`src/rtl/tpwm_pkg.sv`:
```
package tpwm_pkg;

   // register offsets (fixed part of the map)
   localparam int unsigned OFS_CTRL     = 0;
   localparam int unsigned OFS_PROT     = 1;
   localparam int unsigned OFS_CNT_UP   = 2;
   localparam int unsigned OFS_CNT_LO   = 3;
   localparam int unsigned OFS_DEAD     = 4;
   localparam int unsigned OFS_PER      = 5;
   localparam int unsigned OFS_PER_BUF  = 6;
   localparam int unsigned OFS_SUB      = 7;
   localparam int unsigned OFS_CMP_BASE = 8;

   function automatic int unsigned buf_base(input int unsigned phases);
      return OFS_CMP_BASE + phases;
   endfunction

   function automatic int unsigned map_end(input int unsigned phases);
      return OFS_CMP_BASE + 2 * phases;
   endfunction

endpackage

```
`src/rtl/tpwm_tri_counter.sv`:
```
module tpwm_tri_counter #(
   parameter int W = 16
) (
   input  logic         clk,
   input  logic         rst_n,
   input  logic         run,
   input  logic         init,
   input  logic [W-1:0] init_val,
   input  logic         ld,
   input  logic [W-1:0] ld_val,
   input  logic [W-1:0] lo,
   input  logic [W-1:0] hi,
   output logic [W-1:0] cnt,
   output logic         peak,
   output logic         floor_hit
);

   logic up_q;

   assign peak      = up_q && (cnt >= hi);
   assign floor_hit = !up_q && (cnt <= lo);

   always_ff @(posedge clk) begin
      if (!rst_n) begin
         cnt  <= '0;
         up_q <= 1'b1;
      end else if (init) begin
         cnt  <= init_val;
         up_q <= 1'b1;
      end else if (ld) begin
         cnt <= ld_val;
      end else if (run) begin
         if (up_q) begin
            if (cnt >= hi) begin
               up_q <= 1'b0;
               if (cnt > lo) cnt <= cnt - 1'b1;
            end else begin
               cnt <= cnt + 1'b1;
            end
         end else begin
            if (cnt <= lo) begin
               up_q <= 1'b1;
               if (cnt < hi) cnt <= cnt + 1'b1;
            end else begin
               cnt <= cnt - 1'b1;
            end
         end
      end
   end

endmodule

```
`src/rtl/tpwm_deadsub.sv`:
```
module tpwm_deadsub #(
   parameter int W = 16
) (
   input  logic         clk,
   input  logic         rst_n,
   input  logic         run,
   input  logic         init,
   input  logic         turn,
   input  logic [W-1:0] dead,
   output logic [W-1:0] sub
);

   always_ff @(posedge clk) begin
      if (!rst_n) begin
         sub <= '0;
      end else if (init) begin
         sub <= '0;
      end else if (run) begin
         if (turn)            sub <= '0;
         else if (sub < dead) sub <= sub + 1'b1;
      end
   end

endmodule

```
`src/rtl/tpwm_phase.sv`:
```
module tpwm_phase #(
   parameter int W       = 16,
   parameter bit REG_OUT = 1'b0
) (
   input  logic         clk,
   input  logic         rst_n,
   input  logic         run,
   input  logic [W-1:0] cmp,
   input  logic [W-1:0] cnt_hi,
   input  logic [W-1:0] cnt_lo,
   output logic         pos,
   output logic         neg
);

   logic pos_c;
   logic neg_c;

   assign pos_c = run && (cmp > cnt_hi);
   assign neg_c = run && !pos_c && (cmp < cnt_lo);

   generate
      if (REG_OUT) begin : g_reg
         always_ff @(posedge clk) begin
            if (!rst_n) begin
               pos <= 1'b0;
               neg <= 1'b0;
            end else begin
               pos <= pos_c;
               neg <= neg_c;
            end
         end
      end else begin : g_comb
         assign pos = pos_c;
         assign neg = neg_c;
      end
   endgenerate

endmodule

```
`src/rtl/tpwm_regs.sv`:
```
module tpwm_regs
   import tpwm_pkg::*;
#(
   parameter int W  = 16,
   parameter int N  = 3,
   parameter int AW = 4
) (
   input  logic                clk,
   input  logic                rst_n,
   input  logic                wr,
   input  logic [AW-1:0]       addr,
   input  logic [W-1:0]        wdata,
   input  logic                crest,
   input  logic [W-1:0]        cnt_up,
   input  logic [W-1:0]        cnt_lo,
   input  logic [W-1:0]        sub,
   output logic [W-1:0]        rdata,
   output logic                run,
   output logic                start,
   output logic                ld_up,
   output logic                ld_lo,
   output logic                prot_en,
   output logic [W-1:0]        dead,
   output logic [W-1:0]        per,
   output logic [N-1:0][W-1:0] cmp
);

   localparam int unsigned CMP_LO = OFS_CMP_BASE;
   localparam int unsigned BUF_LO = buf_base(N);

   logic [W-1:0]        prot_q;
   logic                run_q;
   logic [W-1:0]        dead_q;
   logic [W-1:0]        per_q;
   logic [W-1:0]        per_buf_q;
   logic [W-1:0]        per_tmp_q;
   logic                pend_q;
   logic [N-1:0][W-1:0] duty_buf_q;
   logic [N-1:0][W-1:0] duty_tmp_q;
   logic                per_buf_wr;
   logic                commit;

   assign prot_en    = prot_q[0];
   assign run        = run_q;
   assign dead       = dead_q;
   assign per        = per_q;
   assign start      = wr && (addr == AW'(OFS_CTRL)) && wdata[0] && !run_q;
   assign ld_up      = wr && prot_en && (addr == AW'(OFS_CNT_UP));
   assign ld_lo      = wr && prot_en && (addr == AW'(OFS_CNT_LO));
   assign per_buf_wr = wr && (addr == AW'(OFS_PER_BUF));
   assign commit     = crest && pend_q;

   // fixed registers
   always_ff @(posedge clk) begin
      if (!rst_n) begin
         prot_q    <= '0;
         run_q     <= 1'b0;
         dead_q    <= '0;
         per_q     <= '0;
         per_buf_q <= '0;
         per_tmp_q <= '0;
         pend_q    <= 1'b0;
      end else begin
         if (wr && addr == AW'(OFS_PROT)) prot_q <= wdata;
         if (wr && addr == AW'(OFS_CTRL)) run_q <= wdata[0];
         if (wr && prot_en && addr == AW'(OFS_DEAD)) dead_q <= wdata;
         if (commit)
            per_q <= per_tmp_q;
         else if (wr && prot_en && addr == AW'(OFS_PER))
            per_q <= wdata;
         if (per_buf_wr) begin
            per_buf_q <= wdata;
            per_tmp_q <= wdata;
            pend_q    <= 1'b1;
         end else if (crest) begin
            pend_q <= 1'b0;
         end
      end
   end

   // per-phase buffer, holding and live compare registers
   generate
      for (genvar gi = 0; gi < N; gi++) begin : g_ch
         always_ff @(posedge clk) begin
            if (!rst_n) begin
               duty_buf_q[gi] <= '0;
               duty_tmp_q[gi] <= '0;
               cmp[gi]        <= '0;
            end else begin
               if (wr && addr == AW'(BUF_LO + gi)) duty_buf_q[gi] <= wdata;
               if (per_buf_wr) duty_tmp_q[gi] <= duty_buf_q[gi];
               if (commit)
                  cmp[gi] <= duty_tmp_q[gi];
               else if (wr && prot_en && addr == AW'(CMP_LO + gi))
                  cmp[gi] <= wdata;
            end
         end
      end
   endgenerate

   // read path
   always_comb begin
      rdata = '0;
      case (addr)
         AW'(OFS_CTRL):    rdata = {{(W-1){1'b0}}, run_q};
         AW'(OFS_PROT):    rdata = prot_q;
         AW'(OFS_CNT_UP):  rdata = cnt_up;
         AW'(OFS_CNT_LO):  rdata = cnt_lo;
         AW'(OFS_DEAD):    rdata = dead_q;
         AW'(OFS_PER):     rdata = per_q;
         AW'(OFS_PER_BUF): rdata = per_buf_q;
         AW'(OFS_SUB):     rdata = sub;
         default:          rdata = '0;
      endcase
      for (int i = 0; i < N; i++) begin
         if (addr == AW'(CMP_LO + i)) rdata = cmp[i];
         if (addr == AW'(BUF_LO + i)) rdata = duty_buf_q[i];
      end
   end

endmodule

```
`src/rtl/tri_pwm3.sv`:
```
module tri_pwm3
   import tpwm_pkg::*;
#(
   parameter int W       = 16,
   parameter int N       = 3,
   parameter int AW      = 4,
   parameter bit REG_OUT = 1'b0
) (
   input  logic          clk,
   input  logic          rst_n,
   input  logic          bus_wr,
   input  logic [AW-1:0] bus_addr,
   input  logic [W-1:0]  bus_wdata,
   output logic [W-1:0]  bus_rdata,
   output logic [N-1:0]  pwm_p,
   output logic [N-1:0]  pwm_n
);

   localparam int unsigned MAP_END = map_end(N);

   generate
      if (W < 2) begin : g_bad_w
         $error("tri_pwm3: W must be at least 2");
      end
      if (N < 1) begin : g_bad_n
         $error("tri_pwm3: N must be at least 1");
      end
      if (MAP_END > (1 << AW)) begin : g_bad_aw
         $error("tri_pwm3: AW too narrow for the register map");
      end
   endgenerate

   logic                run_w;
   logic                start_w;
   logic                ld_up_w;
   logic                ld_lo_w;
   logic                prot_en_w;
   logic [W-1:0]        dead_w;
   logic [W-1:0]        per_w;
   logic [N-1:0][W-1:0] cmp_w;
   logic [W-1:0]        cnt_up_w;
   logic [W-1:0]        cnt_lo_w;
   logic [W-1:0]        sub_w;
   logic [W-1:0]        hi_up;
   logic [W:0]          hi_sum;
   logic                up_peak;
   logic                up_floor;
   logic                lo_peak;
   logic                lo_floor;
   logic                crest_w;
   logic                turn_w;

   // upper limit of the shifted counter, clamped at full scale
   assign hi_sum  = {1'b0, per_w} + {1'b0, dead_w};
   assign hi_up   = hi_sum[W] ? '1 : hi_sum[W-1:0];
   assign crest_w = run_w && up_peak && lo_peak;
   assign turn_w  = crest_w || (run_w && up_floor && lo_floor);

   tpwm_regs #(.W(W), .N(N), .AW(AW)) u_regs (
      .clk     (clk),
      .rst_n   (rst_n),
      .wr      (bus_wr),
      .addr    (bus_addr),
      .wdata   (bus_wdata),
      .crest   (crest_w),
      .cnt_up  (cnt_up_w),
      .cnt_lo  (cnt_lo_w),
      .sub     (sub_w),
      .rdata   (bus_rdata),
      .run     (run_w),
      .start   (start_w),
      .ld_up   (ld_up_w),
      .ld_lo   (ld_lo_w),
      .prot_en (prot_en_w),
      .dead    (dead_w),
      .per     (per_w),
      .cmp     (cmp_w)
   );

   tpwm_tri_counter #(.W(W)) u_cnt_up (
      .clk       (clk),
      .rst_n     (rst_n),
      .run       (run_w),
      .init      (start_w),
      .init_val  (dead_w),
      .ld        (ld_up_w),
      .ld_val    (bus_wdata),
      .lo        (dead_w),
      .hi        (hi_up),
      .cnt       (cnt_up_w),
      .peak      (up_peak),
      .floor_hit (up_floor)
   );

   tpwm_tri_counter #(.W(W)) u_cnt_lo (
      .clk       (clk),
      .rst_n     (rst_n),
      .run       (run_w),
      .init      (start_w),
      .init_val  ('0),
      .ld        (ld_lo_w),
      .ld_val    (bus_wdata),
      .lo        ('0),
      .hi        (per_w),
      .cnt       (cnt_lo_w),
      .peak      (lo_peak),
      .floor_hit (lo_floor)
   );

   tpwm_deadsub #(.W(W)) u_sub (
      .clk   (clk),
      .rst_n (rst_n),
      .run   (run_w),
      .init  (start_w),
      .turn  (turn_w),
      .dead  (dead_w),
      .sub   (sub_w)
   );

   generate
      for (genvar gp = 0; gp < N; gp++) begin : g_ph
         tpwm_phase #(.W(W), .REG_OUT(REG_OUT)) u_ph (
            .clk    (clk),
            .rst_n  (rst_n),
            .run    (run_w),
            .cmp    (cmp_w[gp]),
            .cnt_hi (cnt_up_w),
            .cnt_lo (cnt_lo_w),
            .pos    (pwm_p[gp]),
            .neg    (pwm_n[gp])
         );
      end
   endgenerate

endmodule

```
`config.mk`:
```
export PLATFORM = sky130hd
export DESIGN_NAME = tri_pwm3
export DESIGN_NICKNAME = d
export VERILOG_FILES = /design/src/rtl/tpwm_pkg.sv /design/src/rtl/tpwm_tri_counter.sv /design/src/rtl/tpwm_deadsub.sv /design/src/rtl/tpwm_phase.sv /design/src/rtl/tpwm_regs.sv /design/src/rtl/tri_pwm3.sv
export SDC_FILE = /design/constraint.sdc
export NUM_CORES = 1
export LEC_CHECK = 0
export BUFFER_PORTS_ARGS = -buffer_cell sky130_fd_sc_hd__buf_2
export CAP_MARGIN = 20
export CORE_UTILIZATION = 54
export CTS_BUF_LIST = sky130_fd_sc_hd__clkbuf_16
export CTS_CLUSTER_SIZE = 8
export DETAILED_ROUTE_END_ITERATION = 7
export PLACE_DENSITY = 0.7
export SLEW_MARGIN = 10
export SYNTH_ARGS = -nofsm -noshare
export SYNTH_HDL_FRONTEND = slang
export SYNTH_SLANG_ARGS = --single-unit
```
`constraint.sdc`:
```
create_clock -name clk -period 11.2 [get_ports clk]
set_input_delay 1.68 -clock clk [delete_from_list [all_inputs] [get_ports clk]]
set_output_delay 1.68 -clock clk [all_outputs]
set_load 0.05 [all_outputs]
```
==> results by group <==
GRT
  • Overflow after GRT: 0
  • Vias in the first global route: 15500
  • Global-route wire length before repair: 90900 um
  • Pin count of the biggest net entering global routing: 126
  • Initial antenna violation count: 2
  • Total track usage: 35.6%

Placed design
  • Final weighted congestion in routability-driven placement: 0.971
  • Inst Count DP: about 2500
  • HPWL Detailed: between 40000 and 50000 um
  • IO buf count: 44
  • Pre-CTS setup slack: 5.20 ns

Critical path
  • Reg2reg path depth: 22
  • Crit-path max FO: 8
  • End of the critical path: pwm_n[1]
  • Flop2flop setup slack: 5.32 ns
  • Reg2reg end: u_regs.per[14]
  • Critical path launch point: u_cnt_up.cnt[2]
  • Crit end category: output pin
  • Startpoint Class: flop
  • Req. time, crit path: 9.52 ns
  • CP arrival: 4.35 ns
  • Worst r2r src: u_regs.dead[0]
  • Critical Setup Path Class: flop to output pin

Drt
  • Vias/cell: roughly 6.5
  • Drt initial violations: between 1500 and 2000
  • DRC Markers: 0
  • Detail Route Antenna Nets: 0
  • Drt pass-1 iters: 6
  • Total number of vias: 16400
  • WL per Instance: 23.3 um
  • DRT Wirelength: 58500 um

Synth
  • Synth area leader: dfxtp_1
  • Syn Std Cell Area: ~0.017 mm^2
  • Top_reg_cell synth: dfxtp_1
  • Yosys warns: 0
  • Synth Instances: between 2000 and 2500
  • Synth top area share: 30.3%
  • Asr flop ratio synth: 0%
  • Cell variety after synth: 72
  • Commonest cells post-synth: 438 x nand2_1, 260 x dfxtp_1, 177 x ha_1
  • Number of enable flip-flop cells after synthesis: 0
  • Post-synthesis register bit count: 260
  • Synth Net Count: about 2300
  • Top cells by area, synth: dfxtp_1 30%, ha_1 13%, nand2_1 9.6%, a21boi_0 6.5%, o211a_1 4.0%
  • Synthesized area per cell: 8.05 um^2
  • Most frequent cell after synthesis: nand2_1
  • Sequential area share after synthesis: 30.3%

Floorplan
  • Die width: 180 um
  • Die Y: 180 um
  • Die Area: between 0.03 and 0.04 mm^2
  • Cell Rows: 64
  • Core ar.: a little over 0.03 mm^2
  • Num ports: 45
  • Initial Utilization: a little under three fifths

Job
  • Number of max-cap violations: 0

STA
  • Fin crit share: between 50% and 60%
  • Setup_tns: 0 ns
  • Relative slew slack: 16.4%
  • Setup-failing EPs final: 0
  • Final Slew Violations: 0
  • RSZ-0062 raised after global routing: false
  • Post-route setup slack: 5.17 ns
  • Fin. Hold Viols: 0
  • Measured slew at the worst slew-check pin: 1.22 ns
  • Clock Skew: 0.0120 ns
  • Max Fclk: between 0.15 and 0.2 GHz
  • Period minus WS final: 6.03 ns

Clock tree
  • CTS Sinks: 260
  • Clk Latency, worst-skew pair: around 0.53 ns
  • Gates resized, CTS repair: 0
  • Clk buf depth: 3
  • Post-CTS Hold Fix Bufs: 0
  • Post-CTS Setup Bufs: 0
  • CTS clk-pin slew, worst paths: 0.05 ns
  • H-tree depth: 2
  • Clk root buf: clkbuf_16
  • CTS tree: yes
  • CTS Buf Count: 38

Layout
  • Number of nets in the layout: 2305
  • Area Growth Syn to Fin: 8.79%
  • Layout cell share with drive strength beyond 1: 7.12%
  • Non-Filler Instances: 2504

Pwr
  • Leakage: 7.93 nW
  • Maximum vdd drop: roughly 0.0001 V
  • PwrDens: around 150 mW/mm^2

Status
  • Status: completed

Worst hold path
  • HP Class: flop to flop
## cells by family after synthesis
| kind of cell | synth area share (%) |
|---|---|
| simple gates | 20.6 |
| compound gates | 25.5 |
| flops | 30.3 |
| buf+inv | 5.22 |
| fa+ha+maj | 13.0 |
| mux | 3.35 |
| xor+xnor | 1.99 |
## power by group
part           internal, mW  switching, mW  total (mW)  leakage [nW]
clock network         0.614          0.420        1.03         0.504
logic                 0.267          0.466       0.733          5.33
registers             0.942         0.0358       0.977          2.10
total                  1.82          0.921        2.74          7.93
## per-layer routing
layer  vias up  GRT usage, %  share of wire [%]
li1       7619             -                  -
met1      7769          49.5                 44
met2       827          55.6                 44
met3       164          4.85                8.3
met4         2          13.7                3.9
met5         -             0              0.022
## worst min path at each step
stage | from | to | cells past startpoint
after floorplan | u_regs.prot_q[10] | u_regs.prot_q[10] | 2
after global placement | u_regs.prot_q[6] | u_regs.prot_q[6] | 2
after detailed placement | u_regs.prot_q[8] | u_regs.prot_q[8] | 2
after CTS | u_regs.prot_q[7] | u_regs.prot_q[7] | 2
after global routing | u_regs.prot_q[7] | u_regs.prot_q[7] | 2
final | u_regs.duty_tmp_q[15] | u_regs.duty_tmp_q[15] | 2
## layout by cell type, fill, tap and decap left out, drive strengths merged, types with 68 or more instances in the layout
master    n
a21boi  149
a21oi    74
buf      75
dfxtp   260
ha      177
inv      84
nand2   438
nor2     93
o211a    68
o21ai    86
## stage by stage
stage | instance area [um^2] | total power [mW] | utilization (%) | hold slack [ns]
floorplan | 17200 | 1.49 | - | 0.443
global placement | 17600 | 1.69 | 56.9 | 0.451
detailed placement | 17600 | 1.69 | 56.9 | 0.458
CTS | 18600 | 2.72 | 60.1 | 0.465
global route | 18700 | 2.85 | 60.4 | 0.486
finish | 18700 | 2.74 | 60.4 | 0.463
## worst max-delay path: stages (launching register included)
cell and delay [ns]:
dfxtp_1 0.59, inv_1 0.30, ha_1 0.37, a21oi_1 0.15, nor2b_1 0.06, o21ai_0 0.15, a21boi_0 0.15, o211ai_1 0.20
a211oi_1 0.10, nor3_1 0.26, nor2_1 0.09, a2111oi_0 0.96, buf_2 0.43
## registers in the layout (all words and copies together), names as in the netlist
name and flops:
u_regs.prot_q 16, u_regs.duty_tmp_q 48, u_regs.run 1, u_regs.per_buf_q 16
u_cnt_lo.up_q 1, u_cnt_up.up_q 1, u_cnt_lo.cnt 16, u_regs.cmp 48
u_cnt_up.cnt 16, u_regs.duty_buf_q 48, u_regs.per 16, u_sub.sub 16
u_regs.pend_q 1, u_regs.dead 16
## final cells by class
class	instances	area, um^2
well taps	396	495
inverters	82	308
fillers	2771	12200
clock buffers	39	976
diodes	1	2.50
clock inverters	4	37.5
repair buffers	75	514
multi-input cells	1647	11100
flip-flops and latches	260	5200
Note: power is estimated with default switching activity, not from simulation.
